$ cat config.mk
export PLATFORM = sky130hd
export DESIGN_NAME = spi_regfile_slave
export DESIGN_NICKNAME = d
export VERILOG_FILES = /design/src/rtl/spi_rf_pkg.sv /design/src/rtl/spi_rf_link.sv /design/src/rtl/spi_rf_seq.sv /design/src/rtl/spi_rf_store.sv /design/src/rtl/spi_regfile_slave.sv
export SDC_FILE = /design/constraint.sdc
export NUM_CORES = 1
export LEC_CHECK = 0
export BUFFER_PORTS_ARGS = -buffer_cell sky130_fd_sc_hd__buf_2
export CORE_MARGIN = 3
export CORE_UTILIZATION = 50
export CTS_CLUSTER_DIAMETER = 150
export DETAILED_ROUTE_END_ITERATION = 8
export GPL_TIMING_DRIVEN = 0
export HOLD_SLACK_MARGIN = 0.12
export PLACE_DENSITY = 0.68
export SETUP_SLACK_MARGIN = 0.5
export SLEW_MARGIN = 20
export SYNTH_ARGS = -nofsm -noshare
export SYNTH_HDL_FRONTEND = slang
export SYNTH_SLANG_ARGS = --single-unit
$ cat constraint.sdc
create_clock -name clk -period 10.5 [get_ports clk]
set_clock_uncertainty 0.15 [all_clocks]
set_input_delay 3.15 -clock clk [delete_from_list [all_inputs] [get_ports clk]]
set_output_delay 3.15 -clock clk [all_outputs]
set_load 0.1 [all_outputs]
$ cat src/rtl/spi_rf_pkg.sv
package spi_rf_pkg;
  localparam int BYTE_W = 8;
  localparam int AW = 7;
  localparam int TIME_N = 7;
  localparam int ALRM_N = 8;
  localparam int STAT_W = 2;
  localparam int EXT_AW = 5;
  localparam logic [AW-1:0] A_CTRL = 7'h0F;
  localparam logic [AW-1:0] A_STAT = 7'h10;
  localparam logic [AW-1:0] A_TRKL = 7'h11;
  localparam logic [AW-1:0] A_RAM0 = 7'h20;
  localparam logic [3:0] TRKL_KEY = 4'b1010;
  localparam logic [BYTE_W-1:0] CTRL_RST = 8'h40;
  localparam logic [BYTE_W-1:0] CTRL_KEEP = 8'hC7;
  localparam int CTRL_WP_BIT = 6;

  typedef enum logic {PH_CMD, PH_DATA} phase_e;
  typedef enum logic [2:0] {RG_TIME, RG_ALRM, RG_CTRL, RG_STAT, RG_TRKL, RG_HOLE, RG_RAM} region_e;

  function automatic region_e classify(input logic [AW-1:0] a);
    if (a < AW'(TIME_N)) return RG_TIME;
    else if (a < A_CTRL) return RG_ALRM;
    else if (a == A_CTRL) return RG_CTRL;
    else if (a == A_STAT) return RG_STAT;
    else if (a == A_TRKL) return RG_TRKL;
    else if (a < A_RAM0) return RG_HOLE;
    else return RG_RAM;
  endfunction

  function automatic logic forwards(input logic [AW-1:0] a);
    region_e r;
    r = classify(a);
    return (r == RG_TIME) || (r == RG_ALRM) || (r == RG_STAT);
  endfunction

  function automatic logic [AW-1:0] step_addr(input logic [AW-1:0] a);
    return a + AW'(1);
  endfunction

  function automatic logic [BYTE_W-1:0] ctrl_merge(input logic [BYTE_W-1:0] d);
    return d & CTRL_KEEP;
  endfunction

  function automatic logic trkl_ok(input logic [BYTE_W-1:0] d);
    return d[BYTE_W-1 -: 4] == TRKL_KEY;
  endfunction
endpackage

$ cat src/rtl/spi_rf_link.sv
module spi_rf_link #(
  parameter int BITS = 8,
  parameter int SYNC = 2
) (
  input  logic            clk,
  input  logic            rst_n,
  input  logic            sclk,
  input  logic            cs,
  input  logic            mosi,
  input  logic            tx_load,
  input  logic [BITS-1:0] tx_data,
  output logic            sel,
  output logic            lead,
  output logic            trail,
  output logic            byte_done,
  output logic [BITS-1:0] rx_byte,
  output logic            miso
);
  localparam int CW = $clog2(BITS);
  localparam logic [CW-1:0] LAST = CW'(BITS - 1);

  logic [SYNC-1:0] sclk_p, cs_p, mosi_p;
  logic sclk_s, cs_s, mosi_s, sclk_d, cs_d, idle_q, edge_w;
  logic [CW-1:0] cnt_q;
  logic [BITS-2:0] rx_sr;
  logic [BITS-1:0] tx_sr, rxb_q;
  logic done_q, miso_q;

  assign sclk_s = sclk_p[SYNC-1];
  assign cs_s   = cs_p[SYNC-1];
  assign mosi_s = mosi_p[SYNC-1];

  always_ff @(posedge clk or negedge rst_n) begin
    if (!rst_n) begin
      sclk_p <= '0;
      cs_p   <= '0;
      mosi_p <= '0;
      sclk_d <= 1'b0;
      cs_d   <= 1'b0;
    end else begin
      sclk_p <= {sclk_p[SYNC-2:0], sclk};
      cs_p   <= {cs_p[SYNC-2:0], cs};
      mosi_p <= {mosi_p[SYNC-2:0], mosi};
      sclk_d <= sclk_s;
      cs_d   <= cs_s;
    end
  end

  assign sel    = cs_s;
  assign edge_w = cs_s & cs_d & (sclk_s ^ sclk_d);
  assign lead   = edge_w & (sclk_d == idle_q);
  assign trail  = edge_w & (sclk_s == idle_q);

  always_ff @(posedge clk or negedge rst_n) begin
    if (!rst_n) begin
      idle_q <= 1'b0;
      cnt_q  <= '0;
      rx_sr  <= '0;
      done_q <= 1'b0;
      rxb_q  <= '0;
    end else begin
      done_q <= 1'b0;
      if (cs_s & ~cs_d) idle_q <= sclk_s;
      if (!cs_s) begin
        cnt_q <= '0;
      end else if (trail) begin
        rx_sr <= {rx_sr[BITS-3:0], mosi_s};
        if (cnt_q == LAST) begin
          cnt_q  <= '0;
          done_q <= 1'b1;
          rxb_q  <= {rx_sr, mosi_s};
        end else begin
          cnt_q <= cnt_q + CW'(1);
        end
      end
    end
  end

  always_ff @(posedge clk or negedge rst_n) begin
    if (!rst_n) begin
      tx_sr  <= '0;
      miso_q <= 1'b0;
    end else if (!cs_s) begin
      tx_sr  <= '0;
      miso_q <= 1'b0;
    end else if (tx_load) begin
      tx_sr <= tx_data;
    end else if (lead) begin
      miso_q <= tx_sr[BITS-1];
      tx_sr  <= {tx_sr[BITS-2:0], 1'b0};
    end
  end

  assign byte_done = done_q;
  assign rx_byte   = rxb_q;
  assign miso      = miso_q;
endmodule

$ cat src/rtl/spi_rf_seq.sv
module spi_rf_seq
  import spi_rf_pkg::*;
(
  input  logic              clk,
  input  logic              rst_n,
  input  logic              sel,
  input  logic              byte_done,
  input  logic [BYTE_W-1:0] rx_byte,
  output logic [AW-1:0]     addr,
  output logic              in_data,
  output logic              wr_req,
  output logic              snap_en,
  output logic              tx_load
);
  phase_e phase_q;
  logic [AW-1:0] addr_q;
  logic wmode_q, ld_q;

  assign in_data = (phase_q == PH_DATA);
  assign wr_req  = sel & byte_done & in_data & wmode_q;
  assign snap_en = sel & byte_done & ~in_data & ~rx_byte[BYTE_W-1];

  always_ff @(posedge clk or negedge rst_n) begin
    if (!rst_n) begin
      phase_q <= PH_CMD;
      addr_q  <= '0;
      wmode_q <= 1'b0;
      ld_q    <= 1'b0;
    end else if (!sel) begin
      phase_q <= PH_CMD;
      ld_q    <= 1'b0;
    end else if (byte_done) begin
      if (phase_q == PH_CMD) begin
        addr_q  <= rx_byte[AW-1:0];
        wmode_q <= rx_byte[BYTE_W-1];
        phase_q <= PH_DATA;
        ld_q    <= ~rx_byte[BYTE_W-1];
      end else begin
        addr_q <= step_addr(addr_q);
        ld_q   <= ~wmode_q;
      end
    end else begin
      ld_q <= 1'b0;
    end
  end

  assign addr    = addr_q;
  assign tx_load = ld_q;
endmodule

$ cat src/rtl/spi_rf_store.sv
module spi_rf_store
  import spi_rf_pkg::*;
(
  input  logic                     clk,
  input  logic                     rst_n,
  input  logic                     snap_en,
  input  logic [TIME_N*BYTE_W-1:0] time_now,
  input  logic [ALRM_N*BYTE_W-1:0] alarm_now,
  input  logic [STAT_W-1:0]        irq_flags,
  input  logic                     wr_req,
  input  logic [AW-1:0]            wr_addr,
  input  logic [BYTE_W-1:0]        wr_data,
  input  logic [AW-1:0]            rd_addr,
  output logic [BYTE_W-1:0]        rd_data,
  output logic                     wr_accept,
  output logic                     ext_wr_en,
  output logic [EXT_AW-1:0]        ext_wr_addr,
  output logic [BYTE_W-1:0]        ext_wr_data,
  output logic [BYTE_W-1:0]        ctrl_q,
  output logic [BYTE_W-1:0]        trkl_q
);
  localparam int RAM_D = (1 << AW) - int'(A_RAM0);
  localparam int RIW = $clog2(RAM_D);

  logic [BYTE_W-1:0] ram [RAM_D];
  logic [TIME_N*BYTE_W-1:0] snap_q;
  logic [BYTE_W-1:0] ctrl_r, trkl_r;
  logic [RIW-1:0] widx, ridx;
  logic [AW-1:0] aoff;
  logic locked;
  region_e wreg, rreg;
  logic fwd_q;
  logic [EXT_AW-1:0] fa_q;
  logic [BYTE_W-1:0] fd_q;

  assign locked    = ctrl_r[CTRL_WP_BIT];
  assign wreg      = classify(wr_addr);
  assign rreg      = classify(rd_addr);
  assign wr_accept = wr_req & ((wr_addr == A_CTRL) | ~locked);
  assign widx      = RIW'(wr_addr - A_RAM0);
  assign ridx      = RIW'(rd_addr - A_RAM0);
  assign aoff      = rd_addr - AW'(TIME_N);

  always_ff @(posedge clk or negedge rst_n) begin
    if (!rst_n) begin
      ctrl_r <= CTRL_RST;
      trkl_r <= '0;
      snap_q <= '0;
      fwd_q  <= 1'b0;
      fa_q   <= '0;
      fd_q   <= '0;
      for (int i = 0; i < RAM_D; i++) ram[i] <= '0;
    end else begin
      fwd_q <= wr_accept & forwards(wr_addr);
      if (wr_accept) begin
        fa_q <= wr_addr[EXT_AW-1:0];
        fd_q <= wr_data;
      end
      if (snap_en) snap_q <= time_now;
      if (wr_accept && wreg == RG_CTRL) ctrl_r <= ctrl_merge(wr_data);
      if (wr_accept && wreg == RG_TRKL && trkl_ok(wr_data)) trkl_r <= wr_data;
      if (wr_accept && wreg == RG_RAM) ram[widx] <= wr_data;
    end
  end

  always_comb begin
    rd_data = '0;
    case (rreg)
      RG_TIME: begin
        for (int i = 0; i < TIME_N; i++)
          if (rd_addr == AW'(i)) rd_data = snap_q[i*BYTE_W +: BYTE_W];
      end
      RG_ALRM: begin
        for (int i = 0; i < ALRM_N; i++)
          if (aoff == AW'(i)) rd_data = alarm_now[i*BYTE_W +: BYTE_W];
      end
      RG_CTRL: rd_data = ctrl_r;
      RG_STAT: rd_data = {{(BYTE_W-STAT_W){1'b0}}, irq_flags};
      RG_TRKL: rd_data = trkl_r;
      RG_RAM:  rd_data = ram[ridx];
      default: rd_data = '0;
    endcase
  end

  assign ext_wr_en   = fwd_q;
  assign ext_wr_addr = fa_q;
  assign ext_wr_data = fd_q;
  assign ctrl_q      = ctrl_r;
  assign trkl_q      = trkl_r;
endmodule

$ cat src/rtl/spi_regfile_slave.sv
module spi_regfile_slave
  import spi_rf_pkg::*;
#(
  parameter int SYNC_STAGES = 2
) (
  input  logic                     clk,
  input  logic                     rst_n,
  input  logic                     sclk,
  input  logic                     cs,
  input  logic                     mosi,
  output logic                     miso,
  input  logic [TIME_N*BYTE_W-1:0] time_now,
  input  logic [ALRM_N*BYTE_W-1:0] alarm_now,
  input  logic [STAT_W-1:0]        irq_flags,
  output logic                     ext_wr_en,
  output logic [EXT_AW-1:0]        ext_wr_addr,
  output logic [BYTE_W-1:0]        ext_wr_data,
  output logic [BYTE_W-1:0]        ctrl_q,
  output logic [BYTE_W-1:0]        trickle_q
);
  logic sel_w, lead_w, trail_w, byte_done_w, tx_load_w;
  logic in_data_w, wr_req_w, snap_en_w, wr_accept_w;
  logic [BYTE_W-1:0] rx_byte_w, rd_data_w;
  logic [AW-1:0] addr_w;

  spi_rf_link #(.BITS(BYTE_W), .SYNC(SYNC_STAGES)) link_i (
    .clk(clk), .rst_n(rst_n), .sclk(sclk), .cs(cs), .mosi(mosi),
    .tx_load(tx_load_w), .tx_data(rd_data_w),
    .sel(sel_w), .lead(lead_w), .trail(trail_w), .byte_done(byte_done_w),
    .rx_byte(rx_byte_w), .miso(miso)
  );

  spi_rf_seq seq_i (
    .clk(clk), .rst_n(rst_n), .sel(sel_w), .byte_done(byte_done_w), .rx_byte(rx_byte_w),
    .addr(addr_w), .in_data(in_data_w), .wr_req(wr_req_w), .snap_en(snap_en_w),
    .tx_load(tx_load_w)
  );

  spi_rf_store store_i (
    .clk(clk), .rst_n(rst_n), .snap_en(snap_en_w), .time_now(time_now),
    .alarm_now(alarm_now), .irq_flags(irq_flags), .wr_req(wr_req_w), .wr_addr(addr_w),
    .wr_data(rx_byte_w), .rd_addr(addr_w), .rd_data(rd_data_w), .wr_accept(wr_accept_w),
    .ext_wr_en(ext_wr_en), .ext_wr_addr(ext_wr_addr), .ext_wr_data(ext_wr_data),
    .ctrl_q(ctrl_q), .trkl_q(trickle_q)
  );
endmodule

==> flow_summary.toml, run 1 <==
[run_status]
status = "complete, no violations"

[job]
cap_viol_max_count = 0

[finish]
final_nets = 3676
post-route-cell-area_sq_um = 49200
most-common-layout-cells = "mux2_2 (915), dfrtp_1 (897), buf_2 (215), clkbuf_1 (181), o22ai_1 (109)"
drive_gt1_share_pct = 40.6
area_delta_synth_final_pct = 13.6
fin_util_pct = 57.5
layout.cells.most_common = "mux2_2"

[synthesis]
synth_enable_flop_cells = 0
synth_cells = 3276
syn_area_per_cell_sq_um = 13.2
ys_seq_area_share_pct = 51.9
yosys_register_bits = 898
commonest_register_cell_after_synthesis = "dfrtp_1"
synth.distinct_cells = 92
async_flop_share_pct = 100
ys_warn_count = 0
netlist_area_sq_um = 43300

[clock_tree]
cts_root_buffer = "clkbuf_16"
cts_inserted_buffers = 96
insertion_delay_ps = 690
post-cts-setup-buffers = 0
worst_path_clk_slew_ps = 60
clock_tree.buffer_depth = 3
post_cts_resized = 0
tritoncts = "done"
htreeDepth = 3
cts.sinks = 898
cts_hold_repair.buffers = 0

[timing]
max_clock_freq_mhz = 148
timing.setup.tns_ps = 0
worst_pin_slew_ps = 1360
hold_viol_final = 0
rsz0062_at_grt = "no"
slew_headroom_pct = 9.42
fraction_of_the_cycle_the_final_worst_path_needs_pct = 64.6
timing.hold.ws_ps = 200
timing.final.setup_violations = 0
drv_slew = 0
timing.final.crit_period_ps = 6780
fin_ws_ps = 3720

[floorplanning]
std_cell_rows = 107
initial_utilization_pct = 50.6
die_area_sq_um = 90200
placeableCoreArea_sq_um = 85500
die_w_microns = 300
dieHeight_microns = 300
ios = 158

[route]
avgViaCountPerCell = 6.90
drt-pass1-iter-count = 8
dr_total_vias = 33000
final_antenna_net_count = 0
drc = 0
dr.first_iter.drc_count = 4526
postRouteWirelength_microns = 181000
wl_per_cell_microns = 38.0

[power]
irDropWorstVdd_uv = 112
powerDensity_nw_per_um2 = 146
p_leak_nw = 24.9

[worst_setup_path]
worstReg2RegEnd = "link_i.tx_sr[3]$_DFFE_PN0P_"
required_ps = 10870
worst_reg_to_reg_setup_slack_ps = 3720
worstPathArrival_ps = 7150
worst-setup-path-type = "reg -> reg"
critPathMaxFanout = 11
rr_startpoint = "seq_i.addr[0]$_DFFE_PN0P_"
worst-r2r-cell-count = 15
critical_path.endpoint_type = "register"
cp_launch_type = "register"

[placement]
dp_slack_ps = 4130
detailed_place.area_sq_um = 45800
port_buffers = 154
post-dp-hpwl_microns = 124000
place.gp.congestion = 1.02

[global_route]
grt_antenna_before_repair = 22
first_global_vias = 32200
grt_use_total_pct = 39.8
grt_first_pass_wirelength_microns = 250000
globalRoute.totalOverflow = 0
grt_max_degree = 133

[hold_path]
timing.hold.worst_path_depth = 0
min_from = "link_i.mosi_p[0]$_DFF_PN0_"
class_of_the_tightest_hold_or_removal_check = "reg -> reg"
whs_endpoint = "link_i.mosi_p[1]$_DFF_PN0_"
state kept, by name, summed over array words and instances, names as in the netlist, 2 cells and up:
signal,count
link_i.cnt_q,3
link_i.cs_p,2
link_i.mosi_p,2
link_i.rx_byte,8
link_i.rx_sr,7
link_i.sclk_p,2
link_i.tx_sr,8
seq_i.addr,7
store_i.ctrl_q,5
store_i.ext_wr_addr,5
store_i.ext_wr_data,8
store_i.ram,768
store_i.snap_q,56
store_i.trkl_q,8
logic make-up (layout without fill, tap and decap cells):
| kind of cell | Yosys count | count (layout) | share of synthesized area, % |
|---|---|---|---|
| multiplexers | 1030 | 1030 | 27.2 |
| other | 1 | 17 | 0.00866 |
| buffers and inverters | 279 | 618 | 2.69 |
| AO/OA/AOI/OAI | 593 | 593 | 9.66 |
| flip-flops | 898 | 898 | 51.9 |
| XOR/XNOR | 2 | 2 | 0.0404 |
| AND/OR/NAND/NOR | 462 | 462 | 8.24 |
| adder cells (fa/ha/maj) | 11 | 11 | 0.318 |
routing by layer:
metal / track usage (%) / part of all wire [%]
met5: 0 / 0.025
met4: 30.1 / 9.1
met3: 16.0 / 13
met2: 57.3 / 42
met1: 47.9 / 35
cells in the mapped netlist (all sizes together) (41+ instances only):
| library cell | n | area share [%] |
|---|---|---|
| mux2 | 923 | 24 |
| dfrtp | 897 | 52 |
| clkbuf | 182 | 1.6 |
| nor2 | 163 | 4.1 |
| nand2 | 124 | 1.4 |
| o22ai | 109 | 1.6 |
| o21ai | 85 | 0.98 |
| mux2i | 84 | 1.9 |
| a21oi | 83 | 0.96 |
| buf | 79 | 0.96 |
| a221oi | 47 | 0.95 |
| o221ai | 41 | 0.83 |
how the worst max path moves through the flow:
stage | from | end | slack [ps] | depth (start not counted)
2_1_floorplan | alarm_now[8] | link_i.tx_sr[0]$_DFFE_PN0P_ | 6100 | 6
3_3_place_gp | rst_n | store_i.ram[319]$_DFFE_PN0P_ | -13680 | 1
3_5_place_dp | seq_i.addr[0]$_DFFE_PN0P_ | link_i.tx_sr[3]$_DFFE_PN0P_ | 4130 | 15
4_1_cts | seq_i.addr[0]$_DFFE_PN0P_ | link_i.tx_sr[3]$_DFFE_PN0P_ | 4110 | 15
5_1_grt | seq_i.addr[0]$_DFFE_PN0P_ | link_i.tx_sr[3]$_DFFE_PN0P_ | 3860 | 15
6_report | seq_i.addr[0]$_DFFE_PN0P_ | link_i.tx_sr[3]$_DFFE_PN0P_ | 3720 | 15
power breakdown:
part           internal, mW  total [mW]  switching, mW
registers              3.47        3.48        0.00739
clock network          2.12        3.59           1.48
logic                0.0371       0.129         0.0922
stage by stage:
stage	std cells	power, mW
floorplan	3278	3.56
global placement	4576	3.67
detailed placement	4584	3.67
CTS	4761	7.21
global route	4763	7.36
finish	4775	7.20
final cells by class:
class | instances | area (sq um)
Buffer | 261 | 1130
Clock inverter | 35 | 432
Inverter | 18 | 67.6
Clock buffer | 142 | 2880
Fill cell | 7113 | 36400
Antenna cell | 14 | 35.0
Sequential cell | 898 | 22500
Multi-Input combinational cell | 2101 | 19700
Timing Repair Buffer | 162 | 1010
Tap cell | 1144 | 1430
critical path: stages (launching register included):
cell and delay, ps:
dfrtp_1 430, buf_2 220, buf_2 210, buf_2 310, inv_1 500, clkbuf_2 610, buf_2 680, ha_1 250
clkbuf_1 410, buf_1 460, buf_1 530, o21ai_0 480, a221oi_1 660, o22ai_1 180, a311oi_1 300, a41oi_1 160
Note: power is estimated with default switching activity, not from simulation.
==> inputs of run 2 (changes only) <==
==> constraint.sdc (replaced) <==
create_clock -name clk -period 7 [get_ports clk]
set_clock_uncertainty 0.15 [all_clocks]
set_input_delay 2.1 -clock clk [delete_from_list [all_inputs] [get_ports clk]]
set_output_delay 2.1 -clock clk [all_outputs]
set_load 0.1 [all_outputs]
==> run 2 against run 1 <==
  * Worst setup slack got worse by 3400 ps
  * Via count about the same
  * Critical path type unchanged
  * Total power increased by 50%
  * First-iteration DRC count decreased by 0.20%
  * Clock-buffer cell count unchanged
  * Fmax increased by 1.9%
  * Sequential power increased by 50%
  * Sequential cell count unchanged
  * Sequential share of layout area about the same
  * Largest power group unchanged
  * Largest cell class unchanged
  * Critical endpoint unchanged
==> flow_summary.toml, run 2 (synthesis gave the netlist of run 1 again) <==
[run_status]
status = "complete, no violations"

[timing]
timing.hold.ws_ps = 200
timing.final.crit_period_ps = 6650
max_clock_freq_mhz = 150
hold_viol_final = 0
rsz0062_at_grt = "no"
worst_pin_slew_ps = 1360
slew_headroom_pct = 9.45
timing.final.setup_violations = 0
timing.setup.tns_ps = 0
fin_ws_ps = 349
fraction_of_the_cycle_the_final_worst_path_needs_pct = 95.0
drv_slew = 0

[global_route]
first_global_vias = 32200
grt_use_total_pct = 39.8
global_routing_met2_resource_utilization_pct = 57.3
grt_max_degree = 133
grt.busiest_layer = "met2"
grt_first_pass_wirelength_microns = 250000
grt_antenna_before_repair = 22
globalRoute.totalOverflow = 0
groute.layer.met1.usage_pct = 47.9
grt_util_met3_pct = 16.0

[route]
final_antenna_net_count = 0
drt-pass1-iter-count = 8
dr_total_vias = 32900
drc = 0
dr.first_iter.drc_count = 4517
avgViaCountPerCell = 6.91
wl_per_cell_microns = 38.0
postRouteWirelength_microns = 181000

[power]
internal_power_mw = 8.44
powerDensity_nw_per_um2 = 220
power_frac_seq_pct = 48.3
irDropWorstVdd_uv = 169
post-layout-total-power_mw = 10.8
p_leak_nw = 24.9
share_clk_of_total_power_pct = 49.9
swShare_pct = 21.9
power.combinational.fraction_pct = 1.8
net_sw_power_mw = 2.36

[finish]
drive_gt1_share_pct = 40.6
area_delta_synth_final_pct = 13.5
final-seq-area_sq_um = 22500
layout.cells.most_common = "mux2_2"
largest_reg_flops = 768
fillerInstances = 7113
post-route-cell-area_sq_um = 49200
final_nets = 3676
most-common-layout-cells = "mux2_2 (915), dfrtp_1 (897), buf_2 (214), clkbuf_1 (181), o22ai_1 (109)"
multi_input_area_sq_um = 19700
largestRegisters = "store_i.ram x768, store_i.snap_q x56"
max_flop_register = "store_i.ram"

[floorplanning]
std_cell_rows = 107
initial_utilization_pct = 50.6
dieHeight_microns = 300
die_w_microns = 300
ios = 158
die_area_sq_um = 90200
placeableCoreArea_sq_um = 85500

[worst_setup_path]
timing.critical_path.cells = "buf_2 > buf_2 > buf_2 > inv_1 > clkbuf_2 > clkbuf_4 > ha_1 > clkbuf_1 > buf_1 > buf_1 > o21ai_0 > a221oi_1 > o22ai_1 > a311oi_1 > a41oi_1"
cp_launch_type = "register"
crit_path_max_incr_delay_ps = 670
crit_slowest_cell = "a221oi_1"
worst_path_most_repeated_cell = "buf_2"
worstPathArrival_ps = 7030
critPathMaxFanout = 11
required_ps = 7370
critical_path.endpoint_type = "register"
worst-setup-path-type = "reg -> reg"

[hold_path]
class_of_the_tightest_hold_or_removal_check = "reg -> reg"

[placement]
detailed_place.area_sq_um = 45800
dp_slack_ps = 635
port_buffers = 154
post-dp-hpwl_microns = 124000
place.gp.congestion = 1.02

[clock_tree]
worst_path_clk_slew_ps = 60
insertion_delay_ps = 690
htreeDepth = 3
post-cts-setup-buffers = 0
cts.sinks = 898
cts_inserted_buffers = 96
clock_tree.buffer_depth = 3
cts_root_buffer = "clkbuf_16"
tritoncts = "done"

[job]
cap_viol_max_count = 0
## run 2: cell count changes in the layout (fill, tap and decap cells not counted), sizes merged
| cell | before | now |
|---|---|---|
| diode | 14 | 10 |
| clkbuf | 324 | 325 |
| buf | 241 | 240 |
## run 2: worst max-delay path, delay by kind of cell (launching register included)
kind                       cells  cell delay, ps
AOI/OAI and AO/OA              5            1790
adders and majority gates      1             220
buffers and inverters          9            3830
DFF                            1             430
## run 2: repair_timing
action,CTS,global route
resized for setup,0,1
hold buffers,0,0
setup endpoints to repair,0,1
## run 2: power groups by stage
stage	Sequential, mW	Clock, mW	Combinational, mW
6_report	5.22	5.39	0.194
2_1_floorplan	5.31	0	0.0346
3_3_place_gp	5.32	0	0.184
5_1_grt	5.22	5.60	0.217
4_1_cts	5.22	5.39	0.200
3_5_place_dp	5.31	0	0.199
## run 2: cell type report
type,count,share of cell area [%]
sequential,898,45.7
multi-input combinational,2101,40.1
clock buffer,142,5.85
tap,1144,2.91
buffer,261,2.30
timing repair buffer,162,2.05
clock inverter,35,0.878
inverter,18,0.137
antenna,10,0.0509
## run 2: worst paths after layout
kind / from / end / slack, ps / depth (start not counted)
min in group asynchronous: rst_n / store_i.ram[88]$_DFFE_PN0P_ / 1130 / 1
hold reg to reg: link_i.mosi_p[0]$_DFF_PN0_ / link_i.mosi_p[1]$_DFF_PN0_ / 200 / 0
hold / removal: link_i.mosi_p[0]$_DFF_PN0_ / link_i.mosi_p[1]$_DFF_PN0_ / 200 / 0
setup / recovery: seq_i.addr[0]$_DFFE_PN0P_ / link_i.tx_sr[3]$_DFFE_PN0P_ / 350 / 15
max in group asynchronous: rst_n / store_i.ram[499]$_DFFE_PN0P_ / 3370 / 4
setup reg to reg: seq_i.addr[0]$_DFFE_PN0P_ / link_i.tx_sr[3]$_DFFE_PN0P_ / 350 / 15
## run 2: routing by layer
layer	up-vias	wire length (microns)
li1	12800	-
met1	16900	65000
met3	775	23400
met2	2505	76200
met4	6	16500
met5	-	46
## run 2: metrics by stage
stage                     utilization, %  std cells
after floorplan                        -       3278
after global placement              53.2       4576
after detailed placement            53.6       4584
after CTS                           57.4       4761
after global routing                57.5       4763
final                               57.5       4771
